$ cat config.mk
export PLATFORM = sky130hd
export DESIGN_NAME = acs_array
export DESIGN_NICKNAME = d
export VERILOG_FILES = /design/src/rtl/acs_pkg.sv /design/src/rtl/acs_sat_add.sv /design/src/rtl/acs_cell.sv /design/src/rtl/acs_metric_reg.sv /design/src/rtl/acs_array.sv
export SDC_FILE = /design/constraint.sdc
export NUM_CORES = 1
export LEC_CHECK = 0
export ABC_AREA = 1
export BUFFER_PORTS_ARGS = -buffer_cell sky130_fd_sc_hd__buf_2
export CAP_MARGIN = 25
export CORE_ASPECT_RATIO = 1.1
export CORE_MARGIN = 5
export CORE_UTILIZATION = 55
export CTS_CLUSTER_DIAMETER = 200
export DETAILED_ROUTE_END_ITERATION = 8
export GPL_ROUTABILITY_DRIVEN = 0
export PLACE_DENSITY = 0.73
export SYNTH_ARGS = -nofsm -noshare
export SYNTH_HDL_FRONTEND = slang
export SYNTH_SLANG_ARGS = --single-unit
export TNS_END_PERCENT = 1
$ cat constraint.sdc
create_clock -name clk -period 5.3 [get_ports clk]
set_input_delay 0.265 -clock clk [delete_from_list [all_inputs] [get_ports clk]]
set_output_delay 0.265 -clock clk [all_outputs]
set_load 0.01 [all_outputs]
$ cat src/rtl/acs_pkg.sv
// Package acs_pkg
// Shared constants and constant functions for the state-parallel ACS array.
// Assumes a rate-1/2 code whose encoder shifts new input bits into the
// most significant state position.
package acs_pkg;
    localparam int CL     = 5;                 // constraint length
    localparam int NS     = 1 << (CL - 1);     // trellis states
    localparam int NBM    = 4;                 // branch metrics per cycle
    localparam int MW     = 8;                 // state metric width
    localparam int BW     = 5;                 // branch metric width
    localparam logic [CL-1:0] GEN_A = 5'o23;   // first generator taps
    localparam logic [CL-1:0] GEN_B = 5'o35;   // second generator taps

    // Branch metric number for predecessor s entered with input bit u.
    function automatic int branch_sel(input int s, input int u);
        logic [CL-1:0] r;
        logic          c0;
        logic          c1;
        r  = CL'((u << (CL - 1)) | (s % NS));
        c0 = ^(r & GEN_A);
        c1 = ^(r & GEN_B);
        return (c0 ? 2 : 0) + (c1 ? 1 : 0);
    endfunction
endpackage

$ cat src/rtl/acs_sat_add.sv
// Module acs_sat_add
// Adds an unsigned branch metric to an unsigned state metric and clamps
// the result to the all-ones value when the sum leaves the metric range.
// Assumes BMW <= SMW.
module acs_sat_add #(
    parameter int SMW = 8,
    parameter int BMW = 5
) (
    input  logic [SMW-1:0] sm_i,
    input  logic [BMW-1:0] bm_i,
    output logic [SMW-1:0] sum_o
);
    localparam int PADW = SMW + 1 - BMW;

    logic [SMW:0] wide;

    // Full-width sum with carry, then clamp on carry out.
    always_comb begin
        wide  = {1'b0, sm_i} + {{PADW{1'b0}}, bm_i};
        sum_o = wide[SMW] ? {SMW{1'b1}} : wide[SMW-1:0];
    end
endmodule

$ cat src/rtl/acs_cell.sv
// Module acs_cell
// One add-compare-select unit: two saturating adds, a compare and a select.
// The even (upper) candidate wins ties; sel_o = 1 means the odd
// (lower) candidate was strictly smaller.
module acs_cell #(
    parameter int SMW = 8,
    parameter int BMW = 5
) (
    input  logic [SMW-1:0] sm_up_i,
    input  logic [SMW-1:0] sm_lo_i,
    input  logic [BMW-1:0] bm_up_i,
    input  logic [BMW-1:0] bm_lo_i,
    output logic [SMW-1:0] nsm_o,
    output logic           sel_o
);
    logic [SMW-1:0] cand_up;
    logic [SMW-1:0] cand_lo;

    acs_sat_add #(.SMW(SMW), .BMW(BMW)) add_up_i (
        .sm_i  (sm_up_i),
        .bm_i  (bm_up_i),
        .sum_o (cand_up)
    );

    acs_sat_add #(.SMW(SMW), .BMW(BMW)) add_lo_i (
        .sm_i  (sm_lo_i),
        .bm_i  (bm_lo_i),
        .sum_o (cand_lo)
    );

    // Compare candidates and forward the survivor.
    always_comb begin
        sel_o = (cand_up > cand_lo);
        nsm_o = sel_o ? cand_lo : cand_up;
    end
endmodule

$ cat src/rtl/acs_metric_reg.sv
// Module acs_metric_reg
// Pipeline register for all state metrics and decision bits.
// Synchronous active-low reset loads state 0 with zero and every other
// state with the all-ones metric, so decoding starts in state 0.
module acs_metric_reg #(
    parameter int NST = 16,
    parameter int SMW = 8
) (
    input  logic               clk,
    input  logic               rst_n,
    input  logic               en_i,
    input  logic [NST*SMW-1:0] sm_d_i,
    input  logic [NST-1:0]     dec_d_i,
    output logic [NST*SMW-1:0] sm_q_o,
    output logic [NST-1:0]     dec_q_o
);
    genvar g;
    generate
        for (g = 0; g < NST; g++) begin : g_state
            localparam logic [SMW-1:0] INIT = (g == 0) ? '0 : '1;

            // Hold or load one state metric and its decision bit.
            always_ff @(posedge clk) begin
                if (!rst_n) begin
                    sm_q_o[g*SMW +: SMW] <= INIT;
                    dec_q_o[g]           <= 1'b0;
                end else if (en_i) begin
                    sm_q_o[g*SMW +: SMW] <= sm_d_i[g*SMW +: SMW];
                    dec_q_o[g]           <= dec_d_i[g];
                end
            end
        end
    endgenerate
endmodule

$ cat src/rtl/acs_array.sv
// Module acs_array
// State-parallel add-compare-select stage: one ACS cell per trellis state,
// wired by the butterfly pattern (state j fed by 2j mod NS and 2j mod NS + 1),
// followed by the metric/decision register. Branch metric choice per
// transition is a constant derived from the generator pair in acs_pkg.
module acs_array
    import acs_pkg::*;
#(
    parameter int SMW = acs_pkg::MW,
    parameter int BMW = acs_pkg::BW
) (
    input  logic                clk,
    input  logic                rst_n,
    input  logic                valid_i,
    input  logic [NBM*BMW-1:0]  bm_i,
    output logic [NS*SMW-1:0]   sm_o,
    output logic [NS-1:0]       dec_o
);
    localparam int HALF = NS / 2;

    logic [NS*SMW-1:0] nsm;
    logic [NS-1:0]     sel;

    genvar j;
    generate
        for (j = 0; j < NS; j++) begin : g_acs
            localparam int P_UP   = (2 * j) % NS;
            localparam int P_LO   = P_UP + 1;
            localparam int U_BIT  = j / HALF;
            localparam int IX_UP  = branch_sel(P_UP, U_BIT);
            localparam int IX_LO  = branch_sel(P_LO, U_BIT);

            acs_cell #(.SMW(SMW), .BMW(BMW)) cell_i (
                .sm_up_i (sm_o[P_UP*SMW +: SMW]),
                .sm_lo_i (sm_o[P_LO*SMW +: SMW]),
                .bm_up_i (bm_i[IX_UP*BMW +: BMW]),
                .bm_lo_i (bm_i[IX_LO*BMW +: BMW]),
                .nsm_o   (nsm[j*SMW +: SMW]),
                .sel_o   (sel[j])
            );
        end
    endgenerate

    acs_metric_reg #(.NST(NS), .SMW(SMW)) reg_i (
        .clk     (clk),
        .rst_n   (rst_n),
        .en_i    (valid_i),
        .sm_d_i  (nsm),
        .dec_d_i (sel),
        .sm_q_o  (sm_o),
        .dec_q_o (dec_o)
    );
endmodule

==> metrics.yaml <==
synth:
  syn_inst: 2880
  synth.avg_cell_area_um2: 6.53
  synth_seq_area_share_pct: 15.3
  ys_types: 38
  syn_area_um2: 18800
  synth.net_count: 3223
  ys_warn_count: 0
  ys_ff_latch: 144
min_path:
  min_path_type: "primary input to flip-flop"
timing:
  rsz0062_at_grt: "false"
  final.setup.tns_ns: 0
  finalSetupViolCount: 0
  hold_violations: 0
  tightest_slew_ns: 1.01
  slew_violations: 0
  min_period_ns: 3.11
  post-route-period-util_pct: 58.6
  max_freq_ghz: 0.322
  fin_skew_ns: 0.0118
  slew_headroom_pct: 32.7
  setup_ws_ns: 2.19
drt:
  route.detailed.drc: 0
  drt-initial-drc-count: 1527
  routed_wl_um: 60400
  routedWlPerCell_um: 17.4
  vias: 19673
  antenna_left: 0
  via_per_inst: 5.67
  drtPass1Iterations: 6
clocking:
  clock-root-buffer: "clkbuf_16"
  clk_latency_ns: 0.45
  clock_path_buffers: 2
  ctsHtreeMaxLevel: 4
  cts_resized: 0
  post_cts.repair.setup_buffers: 0
  clk_pin_slew_worst_paths_ns: 0.07
  cts_num_sinks: 144
  cts_tree: "built"
  cts_inserted_buffers: 17
  ctsHoldBuffers: 0
final_layout:
  nets: 3362
  area_growth_syn_to_layout_pct: 9.49
  fin_area_um2: 20600
  drive_gt1_share_pct: 14.7
  fin_cells: 3470
  n_antenna_cell: 0
floorplanning:
  fp.coreArea_um2: 34000
  die_h_um: 204
  start_util_pct: 55.3
  die_area_um2: 38000
  io_pins: 167
  row_count: 71
  dieWidth_um: 186
pwr:
  ir_worst_vdd_v: 0.000373
  power_mw: 15.5
  leakagePower_nw: 11.5
  swShare_pct: 56.1
  intPower_mw: 6.78
  p_switching_mw: 8.68
  pwr-share-seq_pct: 15.3
  cellPowerDensity_nw_per_um2: 750
  pwr-share-clk_pct: 9.3
  p_comb_share_pct: 75.4
run_status:
  status: "finished clean"
critical_path:
  arrival_ns: 3.50
  worstSetupPathType: "flip-flop to flip-flop"
  worst_ep_required_time_ns: 5.69
  end_kind: "flip-flop"
  cp_max_fo: 7
  startpoint_type: "flip-flop"
placed_design:
  place_inst: 3437
  placed_area_um2: 19900
  numPortBuffers: 166
  dpl.hpwl_um: 46300
  place_ws_ns: 2.09
global_route:
  grt_max_degree: 107
  gr-usage-all-layers_pct: 31.0
  overflow: 0
  grt_pass1_vias: 18806
  grt_pass1_wl_um: 96900
  antenna_found_initial: 0
flow_run:
  cap_violations: 0
per-stage QoR:
step / utilization [%] / hold slack [ns]
2_1_floorplan: - / 0.407
3_3_place_gp: 58.5 / 0.463
3_5_place_dp: 58.5 / 0.469
4_1_cts: 60.5 / 0.427
5_1_grt: 60.5 / 0.450
6_report: 60.5 / 0.432
sequential cells by signal, indices dropped and copies added (netlist names):
| name | cells |
|---|---|
| reg_i.dec_q_o | 16 |
| reg_i.sm_q_o | 128 |
cell type report:
cell class / instances / area [µm²]
fillers: 3292 / 13400
well taps: 438 / 548
clock buffers: 19 / 443
multi-input cells: 2276 / 14100
repair buffers: 171 / 888
flip-flops and latches: 144 / 2880
clock inverters: 13 / 233
inverters: 409 / 1540
cells by family (layout without fill, tap and decap cells):
family          Yosys count  count (layout)  synth area share, %
buf+inv                 460             612                 9.94
compound gates          386             386                 11.5
fa+ha+maj               320             320                 22.6
flops                   144             144                 15.3
simple gates           1492            1492                 37.1
xor+xnor                 78              78                 3.63
cells in the final DEF, fill, tap and decap left out, types with 2 or more instances in the layout:
cell type,instances
inv_1,353
or2_1,73
fa_1,32
nand4_1,43
a31o_2,7
xnor2_1,27
buf_2,166
o21bai_1,5
nand4_2,17
buf_4,4
inv_6,2
xor2_1,51
clkinvlp_4,4
a21o_1,2
nand2_4,8
o211ai_2,5
o21ai_1,14
or2_0,2
a21oi_1,248
inv_2,54
nand2_2,59
dfxtp_1,144
nor2_1,64
ha_1,288
or2_4,16
clkbuf_16,17
nand3_1,331
bufinv_16,6
o21ai_0,63
a21oi_2,21
nand2_1,832
o21a_1,13
o21ai_2,7
nand3_2,29
nor2_2,16
critical path, cell delays in order (launching register included):
cell and delay [ns]:
dfxtp_1 0.39, ha_1 0.24, fa_1 0.42, nand3_1 0.12, nand3_2 0.12, a21oi_4 0.29, nand3_2 0.13, ha_1 0.32
nand2_1 0.07, nor2_1 0.15, nand2_1 0.07, nand2_1 0.09, nand3_1 0.14, inv_1 0.21, nand2_1 0.09, nand3_1 0.07
nand2_1 0.05, inv_1 0.07
final timing paths:
check,startpoint,endpoint,slack (ns),depth (start not counted)
worst max-delay path,reg_i.sm_q_o[0],reg_i.sm_q_o[0],2.19,17
worst min-delay path,rst_n,reg_i.sm_q_o[69],0.43,4
worst max register to register,reg_i.sm_q_o[0],reg_i.sm_q_o[0],2.19,17
worst min register to register,reg_i.dec_q_o[0],reg_i.dec_q_o[0],0.47,2
layer usage:
| layer | global-route usage, % | share of wire [%] | vias up |
|---|---|---|---|
| met4 | 13.7 | 4.7 | 0 |
| met5 | 0 | 0 | - |
| met2 | 51.7 | 46 | 747 |
| met1 | 39.8 | 43 | 9047 |
| met3 | 4.51 | 7.0 | 164 |
| li1 | - | - | 9715 |
power by group through the flow:
| stage | combinational, mW | clock [mW] | sequential, mW |
|---|---|---|---|
| 3_3_place_gp | 11.1 | 0 | 2.34 |
| 6_report | 11.7 | 1.44 | 2.36 |
| 2_1_floorplan | 8.79 | 0 | 2.10 |
| 4_1_cts | 11.6 | 1.44 | 2.33 |
| 5_1_grt | 13.4 | 1.49 | 2.40 |
| 3_5_place_dp | 11.4 | 0 | 2.35 |
synth_stat cells:
cell / n / area (µm²)
dfxtp_1: 144 / 2880
xor2_1: 51 / 447
or2_1: 73 / 457
inv_2: 54 / 203
nand4_2: 17 / 213
nand2_4: 8 / 90.1
a21oi_1: 248 / 1240
a31o_2: 7 / 61.3
fa_1: 32 / 641
inv_1: 353 / 1330
a21oi_4: 1 / 16.3
nand2_1: 832 / 3120
a21oi_2: 21 / 184
o211ai_2: 5 / 62.6
nand3_2: 29 / 290
buf_4: 3 / 22.5
nand3_1: 331 / 1660
o21ai_1: 14 / 70.1
inv_4: 1 / 6.26
or2_4: 16 / 140
and2_1: 1 / 6.26
nor2_2: 16 / 100
nand2_2: 59 / 369
clkbuf_1: 25 / 93.8
o21ai_2: 7 / 61.3
buf_2: 7 / 35.0
o21ai_0: 63 / 315
o21a_1: 13 / 97.6
buf_6: 16 / 180
a21o_1: 2 / 15.0
xnor2_1: 27 / 236
clkinv_1: 1 / 3.75
or2_2: 1 / 6.26
nand4_1: 43 / 269
o21bai_1: 5 / 37.5
or2_0: 2 / 12.5
nor2_1: 64 / 240
ha_1: 288 / 3600
(Power assumes the default switching activity.)
